[config.mk]
export PLATFORM = sky130hd
export DESIGN_NAME = flash_cmd_decoder
export DESIGN_NICKNAME = d
export VERILOG_FILES = /design/src/rtl/fcd_pkg.sv /design/src/rtl/fcd_decode.sv /design/src/rtl/fcd_seq.sv /design/src/rtl/fcd_query_port.sv /design/src/rtl/flash_cmd_decoder.sv
export SDC_FILE = /design/constraint.sdc
export NUM_CORES = 1
export LEC_CHECK = 0
export BUFFER_PORTS_ARGS = -buffer_cell sky130_fd_sc_hd__buf_4
export CAP_MARGIN = 40
export CORE_MARGIN = 10
export CORE_UTILIZATION = 30
export CTS_CLUSTER_DIAMETER = 80
export DETAILED_ROUTE_END_ITERATION = 6
export GPL_TIMING_DRIVEN = 0
export SLEW_MARGIN = 20
export SYNTH_ARGS = -nofsm -noshare
export SYNTH_HDL_FRONTEND = slang
export SYNTH_HIERARCHICAL = 1
export SYNTH_SLANG_ARGS = --single-unit
[constraint.sdc]
create_clock -name clk -period 3.7 [get_ports clk]
set_input_delay 0.37 -clock clk [delete_from_list [all_inputs] [get_ports clk]]
set_output_delay 0.37 -clock clk [all_outputs]
set_load 0.01 [all_outputs]
[src/rtl/fcd_pkg.sv]
package fcd_pkg;

  typedef struct packed {
    logic unl1;   // AAh at first unlock address
    logic unl2;   // 55h at second unlock address
    logic prog3;  // A0h at first unlock address
    logic byp3;   // 20h at first unlock address
    logic setup;  // A0h anywhere (bypass program setup)
    logic query;  // 98h anywhere
    logic rst;    // F0h anywhere
    logic bpr1;   // 90h anywhere
    logic bpr2;   // 00h anywhere
  } cmd_flags_t;

  typedef enum logic [2:0] {
    S_IDLE   = 3'd0,
    S_UNL1   = 3'd1,
    S_UNL2   = 3'd2,
    S_PROG   = 3'd3,
    S_BP_IDL = 3'd4,
    S_BP_PRG = 3'd5,
    S_BP_RST = 3'd6
  } seq_state_t;

  localparam logic [7:0] C_UNL1  = 8'hAA;
  localparam logic [7:0] C_UNL2  = 8'h55;
  localparam logic [7:0] C_PROG  = 8'hA0;
  localparam logic [7:0] C_BYP   = 8'h20;
  localparam logic [7:0] C_QUERY = 8'h98;
  localparam logic [7:0] C_RESET = 8'hF0;
  localparam logic [7:0] C_BPR1  = 8'h90;
  localparam logic [7:0] C_BPR2  = 8'h00;

  // Query code table, computed rather than stored.
  function automatic logic [7:0] query_code(input logic [5:0] idx);
    logic [7:0] code;
    case (idx)
      6'h10:   code = 8'h51;
      6'h11:   code = 8'h52;
      6'h12:   code = 8'h59;
      default: code = {2'b10, idx};
    endcase
    return code;
  endfunction

endpackage

[src/rtl/fcd_decode.sv]
module fcd_decode
  import fcd_pkg::*;
#(
  parameter int CMD_AW = 11
) (
  input  logic [CMD_AW-1:0] cmd_addr,
  input  logic [7:0]        cmd_code,
  output cmd_flags_t        flags
);
  localparam logic [CMD_AW-1:0] ADDR_U1 = CMD_AW'(11'h555);
  localparam logic [CMD_AW-1:0] ADDR_U2 = CMD_AW'(11'h2AA);

  logic at_u1, at_u2;
  assign at_u1 = (cmd_addr == ADDR_U1);
  assign at_u2 = (cmd_addr == ADDR_U2);

  always_comb begin
    flags.unl1  = at_u1 && (cmd_code == C_UNL1);
    flags.unl2  = at_u2 && (cmd_code == C_UNL2);
    flags.prog3 = at_u1 && (cmd_code == C_PROG);
    flags.byp3  = at_u1 && (cmd_code == C_BYP);
    flags.setup = (cmd_code == C_PROG);
    flags.query = (cmd_code == C_QUERY);
    flags.rst   = (cmd_code == C_RESET);
    flags.bpr1  = (cmd_code == C_BPR1);
    flags.bpr2  = (cmd_code == C_BPR2);
  end
endmodule

[src/rtl/fcd_seq.sv]
module fcd_seq
  import fcd_pkg::*;
(
  input  logic       clk,
  input  logic       rst_n,
  input  logic       wr_en,
  input  cmd_flags_t cmd,
  input  logic       wr_bank,
  input  logic       query_on,
  output logic       ev_prog,
  output logic       ev_q_enter,
  output logic       ev_q_exit,
  output logic       bypass_on
);
  seq_state_t st, st_nxt;
  logic       rbank, rbank_nxt;

  always_comb begin
    st_nxt     = st;
    rbank_nxt  = rbank;
    ev_prog    = 1'b0;
    ev_q_enter = 1'b0;
    ev_q_exit  = 1'b0;
    if (wr_en) begin
      case (st)
        S_IDLE: begin
          if (query_on) begin
            if (cmd.rst) ev_q_exit = 1'b1;
          end else if (cmd.unl1) begin
            st_nxt = S_UNL1;
          end else if (cmd.query) begin
            ev_q_enter = 1'b1;
          end
        end
        S_UNL1: st_nxt = cmd.unl2 ? S_UNL2 : S_IDLE;
        S_UNL2: begin
          if (cmd.prog3)     st_nxt = S_PROG;
          else if (cmd.byp3) st_nxt = S_BP_IDL;
          else               st_nxt = S_IDLE;
        end
        S_PROG: begin
          ev_prog = 1'b1;
          st_nxt  = S_IDLE;
        end
        S_BP_IDL: begin
          if (cmd.setup) begin
            st_nxt = S_BP_PRG;
          end else if (cmd.bpr1) begin
            st_nxt    = S_BP_RST;
            rbank_nxt = wr_bank;
          end
        end
        S_BP_PRG: begin
          ev_prog = 1'b1;
          st_nxt  = S_BP_IDL;
        end
        S_BP_RST: st_nxt = (cmd.bpr2 && (wr_bank == rbank)) ? S_IDLE : S_BP_IDL;
        default:  st_nxt = S_IDLE;
      endcase
    end
  end

  always_ff @(posedge clk) begin
    if (!rst_n) begin
      st    <= S_IDLE;
      rbank <= 1'b0;
    end else begin
      st    <= st_nxt;
      rbank <= rbank_nxt;
    end
  end

  assign bypass_on = (st == S_BP_IDL) || (st == S_BP_PRG) || (st == S_BP_RST);
endmodule

[src/rtl/fcd_query_port.sv]
module fcd_query_port
  import fcd_pkg::*;
#(
  parameter int ADDR_W = 22,
  parameter int DATA_W = 16,
  parameter int ROM_AW = 6
) (
  input  logic              clk,
  input  logic              rst_n,
  input  logic              ev_q_enter,
  input  logic              ev_q_exit,
  input  logic              enter_bank,
  input  logic [ADDR_W-1:0] rd_addr,
  input  logic [DATA_W-1:0] array_rdata,
  output logic [DATA_W-1:0] rd_data,
  output logic              query_on,
  output logic              query_bank
);
  localparam int MID_W = ADDR_W - 1 - ROM_AW;

  logic              hit;
  logic [7:0]        code;
  logic [MID_W-1:0]  mid;

  always_ff @(posedge clk) begin
    if (!rst_n) begin
      query_on   <= 1'b0;
      query_bank <= 1'b0;
    end else if (ev_q_enter) begin
      query_on   <= 1'b1;
      query_bank <= enter_bank;
    end else if (ev_q_exit) begin
      query_on   <= 1'b0;
    end
  end

  assign mid  = rd_addr[ADDR_W-2:ROM_AW];
  assign hit  = query_on && (rd_addr[ADDR_W-1] == query_bank);
  assign code = (mid == '0) ? query_code(6'(rd_addr[ROM_AW-1:0])) : 8'h00;

  generate
    if (DATA_W > 8) begin : g_wide
      assign rd_data = hit ? {{(DATA_W-8){1'b0}}, code} : array_rdata;
    end else begin : g_byte
      assign rd_data = hit ? code[DATA_W-1:0] : array_rdata;
    end
  endgenerate
endmodule

[src/rtl/flash_cmd_decoder.sv]
module flash_cmd_decoder
  import fcd_pkg::*;
#(
  parameter int ADDR_W = 22,
  parameter int DATA_W = 16,
  parameter int CMD_AW = 11,
  parameter int ROM_AW = 6
) (
  input  logic              clk,
  input  logic              rst_n,
  input  logic              wr_en,
  input  logic [ADDR_W-1:0] wr_addr,
  input  logic [DATA_W-1:0] wr_data,
  input  logic [ADDR_W-1:0] rd_addr,
  input  logic [DATA_W-1:0] array_rdata,
  output logic [DATA_W-1:0] rd_data,
  output logic              prog_start,
  output logic [ADDR_W-1:0] prog_addr,
  output logic [DATA_W-1:0] prog_data,
  output logic              bypass_on,
  output logic              query_on,
  output logic              query_bank
);
  cmd_flags_t cmd;
  logic       wr_bank;
  logic       ev_prog, ev_q_enter, ev_q_exit;

  assign wr_bank = wr_addr[ADDR_W-1];

  fcd_decode #(.CMD_AW(CMD_AW)) u_dec (
    .cmd_addr (wr_addr[CMD_AW-1:0]),
    .cmd_code (wr_data[7:0]),
    .flags    (cmd)
  );

  fcd_seq u_seq (
    .clk        (clk),
    .rst_n      (rst_n),
    .wr_en      (wr_en),
    .cmd        (cmd),
    .wr_bank    (wr_bank),
    .query_on   (query_on),
    .ev_prog    (ev_prog),
    .ev_q_enter (ev_q_enter),
    .ev_q_exit  (ev_q_exit),
    .bypass_on  (bypass_on)
  );

  fcd_query_port #(.ADDR_W(ADDR_W), .DATA_W(DATA_W), .ROM_AW(ROM_AW)) u_qry (
    .clk         (clk),
    .rst_n       (rst_n),
    .ev_q_enter  (ev_q_enter),
    .ev_q_exit   (ev_q_exit),
    .enter_bank  (wr_bank),
    .rd_addr     (rd_addr),
    .array_rdata (array_rdata),
    .rd_data     (rd_data),
    .query_on    (query_on),
    .query_bank  (query_bank)
  );

  always_ff @(posedge clk) begin
    if (!rst_n) begin
      prog_start <= 1'b0;
      prog_addr  <= '0;
      prog_data  <= '0;
    end else begin
      prog_start <= ev_prog;
      if (ev_prog) begin
        prog_addr <= wr_addr;
        prog_data <= wr_data;
      end
    end
  end
endmodule

==> out/qor.yml <==
pwr:
  clockPowerShare_pct: 36.4
  ir_drop_v: 0.0001790
  power_leakage_uw: 0.001440
  power.switching_uw: 224.5
  p_sw_share_pct: 23.29
  p_per_area_nw_per_um2: 269.5
  pwr-share-seq_pct: 50.2
  p_int_uw: 739.5
  p_comb_share_pct: 13.5
clock_tree:
  cts_setup_buffers: 0
  cts_tree: "yes"
  clk_pin_slew_ns: 0.09
  cts_max_path_buffers: 2
  cts.repair.resized: 0
  root_buffer: "clkbuf_8"
  h-tree-depth: 2
  hold_buffers: 0
  clk_latency_ns: 0.30
  cts_buffers: 5
  clock-sinks: 45
grt:
  grt_pass1_vias: 2286
  grt_max_degree: 15
  grt_overflow: 0
  grtUsageTotal_pct: 12.17
  grt_pass1_wl_mm: 11.45
  antenna_found_initial: 0
setup_path:
  slowest_stage: "or4b_1"
  cp-end-kind: "register"
  slowest_delay_ns: 0.52
  critPathLaunchType: "primary input"
  cp_num_buf_inv: 1
  cp_top_family: "simple AND/OR/NAND/NOR gates"
  critical_path_arrival_ns: 2.55
  cp_cell_sequence: "buf_4, or4b_1, or4_4, nor3_1, nor2b_1, o221ai_4, mux2_4"
  critPathMaxFanout: 3
  required_ns: 3.89
  critical_path_class: "primary input to register"
sta:
  slew_headroom_pct: 65.81
  tightest_slew_ns: 0.5058
  rsz0062_at_grt: "false"
  tns_ns: 0
  setup_viol: 0
  hold_viol_final: 0
  timing.final.crit_share_pct: 63.90
  hold_ws_ns: 0.3196
  fmax_mhz: 422.9
  fin_crit_ns: 2.364
  skew_ns: 0.009073
  drv_slew: 0
synth:
  synth_edf_count: 0
  syn_area_um2: 2323
  synth_compound_area_share_pct: 8.293
  yosys_register_bits: 45
  ys.flop_type: "dfxtp_1"
  synth_top_family_by_area: "simple AND/OR/NAND/NOR gates"
  synth.area.mux_share_pct: 18.52
  synthAdderAreaFrac_pct: 0
  yosys.area_share.xor_xnor_pct: 0.7539
  async_reset_ff_share_pct: 0
  synthCells: 238
  synth_seq_area_share_pct: 38.77
  synth-simple-area-share_pct: 29.29
  synth_cell_types: 40
  yosys_warnings: 6
  syn_nets: 317
  syn_avg_cell_area_um2: 9.763
run:
  drv_cap: 0
die:
  die_h_um: 108.0
  core_um2: 7647
  num_rows: 32
  ios: 137
  start_util_pct: 30.38
  die_x_um: 108.0
  die_area_um2: 11670
detailed_routing:
  via_per_inst: 4.678
  drt_iter0_drc: 96
  via_count: 2264
  antenna_left: 0
  routedWlPerCell_um: 15.87
  wirelength_mm: 7.683
  route.detailed.drc: 0
  dr.pass1.iters: 6
layout:
  final_cell_area_um2: 3577
  area_growth_pct: 53.96
  nets: 460
  drive_gt1_share_pct: 41.10
  antenna_cells: 0
worst_hold_path:
  min_path_type: "primary input to register"
place:
  portBuffers: 136
  placed_cell_area_um2: 3472
  hpwl_mm: 6.273
  gp_congestion: 0.8337
run_status:
  status: "completed"
cells by family (layout without fill, tap and decap cells):
group	after synthesis	in the layout
xor gates and xnor gates	2	2
AOI/OAI and AO/OA	23	23
DFF	45	45
buffers and inverters	16	160
and+or+nand+nor	110	110
muxes	42	42
cells in the final DEF, fill, tap and decap left out, types with 6 or more instances in the layout:
| master | count |
|---|---|
| mux2i_1 | 40 |
| clkbuf_1 | 7 |
| nand2_1 | 8 |
| nor2_1 | 11 |
| and2_1 | 10 |
| nor2b_1 | 43 |
| dfxtp_1 | 45 |
| clkbuf_8 | 7 |
| nor3_1 | 6 |
| a22o_1 | 7 |
| buf_4 | 139 |
worst paths after layout:
check / startpoint / to / slack [ns] / cells past startpoint
worst min-delay path: wr_data[10] / prog_data[10]$_SDFFE_PN0P_ / 0.32 / 3
worst min register to register: u_seq/rbank$_SDFFE_PN0P_ / u_seq/rbank$_SDFFE_PN0P_ / 0.49 / 2
worst max-delay path: wr_addr[1] / u_seq/st[0]$_SDFFE_PN0P_ / 1.34 / 7
worst max register to register: u_seq/st[2]$_SDFFE_PN0P_ / prog_addr[14]$_SDFFE_PN0P_ / 1.87 / 8
power by group through the flow:
stage               clock network [uW]  registers (uW)  logic (uW)
floorplan                            0             495        34.9
global placement                     0             495         129
detailed placement                   0             495         131
CTS                                360             484         131
global route                       376             484         141
finish                             350             484         130
state kept, by name, indices dropped and copies added, names as in the netlist:
| register | flops |
|---|---|
| prog_addr | 22 |
| prog_data | 16 |
| u_seq/st | 3 |
| prog_start | 1 |
| u_qry/query_bank | 1 |
| u_qry/query_on | 1 |
| u_seq/rbank | 1 |
Yosys cell counts (2+ instances only):
| cell type | number | area share [%] |
|---|---|---|
| a21oi_1 | 3 | 0.65 |
| a22o_1 | 7 | 2.6 |
| and2_1 | 10 | 2.7 |
| and4_1 | 4 | 1.5 |
| buf_2 | 2 | 0.43 |
| buf_4 | 3 | 0.97 |
| clkbuf_1 | 7 | 1.1 |
| dfxtp_1 | 45 | 39 |
| inv_1 | 2 | 0.32 |
| mux2_4 | 2 | 1.3 |
| mux2i_1 | 40 | 17 |
| nand2_1 | 8 | 1.3 |
| nand2b_1 | 4 | 1.1 |
| nand3_1 | 4 | 0.86 |
| nand4_1 | 3 | 0.81 |
| nand4b_1 | 2 | 0.75 |
| nor2_1 | 11 | 1.8 |
| nor2b_1 | 43 | 12 |
| nor3_1 | 6 | 1.3 |
| nor4_1 | 4 | 1.1 |
| nor4bb_1 | 4 | 1.7 |
| o21ai_0 | 3 | 0.65 |
| o31ai_1 | 2 | 0.65 |
| or4b_1 | 2 | 0.86 |
| xnor2_1 | 2 | 0.75 |
area by class of cell:
class,count,area (um2)
fill,770,4070
multi-input combinational,177,1321
timing repair buffer,136,1021
sequential,45,900.9
tap,102,127.6
clock buffer,7,96.34
buffer,14,93.84
clock inverter,1,8.758
inverter,2,7.507
per-layer routing:
| metal | global-route usage [%] | vias up | wire, um |
|---|---|---|---|
| met5 | 0 | - | 0 |
| met4 | 3.149 | 0 | 97 |
| met3 | 7.436 | 8 | 1122 |
| met2 | 20.04 | 108 | 3384 |
| met1 | 12.90 | 1015 | 3079 |
| li1 | - | 1133 | - |
metrics by stage:
step	cells	utilization, %	setup slack (ns)	power, uW
after floorplan	238	-	1.295	530.1
after global placement	476	45.40	1.038	624.6
after detailed placement	476	45.40	1.028	626.1
after CTS	484	46.78	1.355	975.3
after global routing	484	46.78	1.215	1000
final	484	46.78	1.336	964.0
worst min-delay path, delay by kind of cell:
family,cells,cell delay [ns]
buf+inv,1,0.07
simple gates,1,0.09
mux,1,0.05
(Power assumes the default switching activity.)
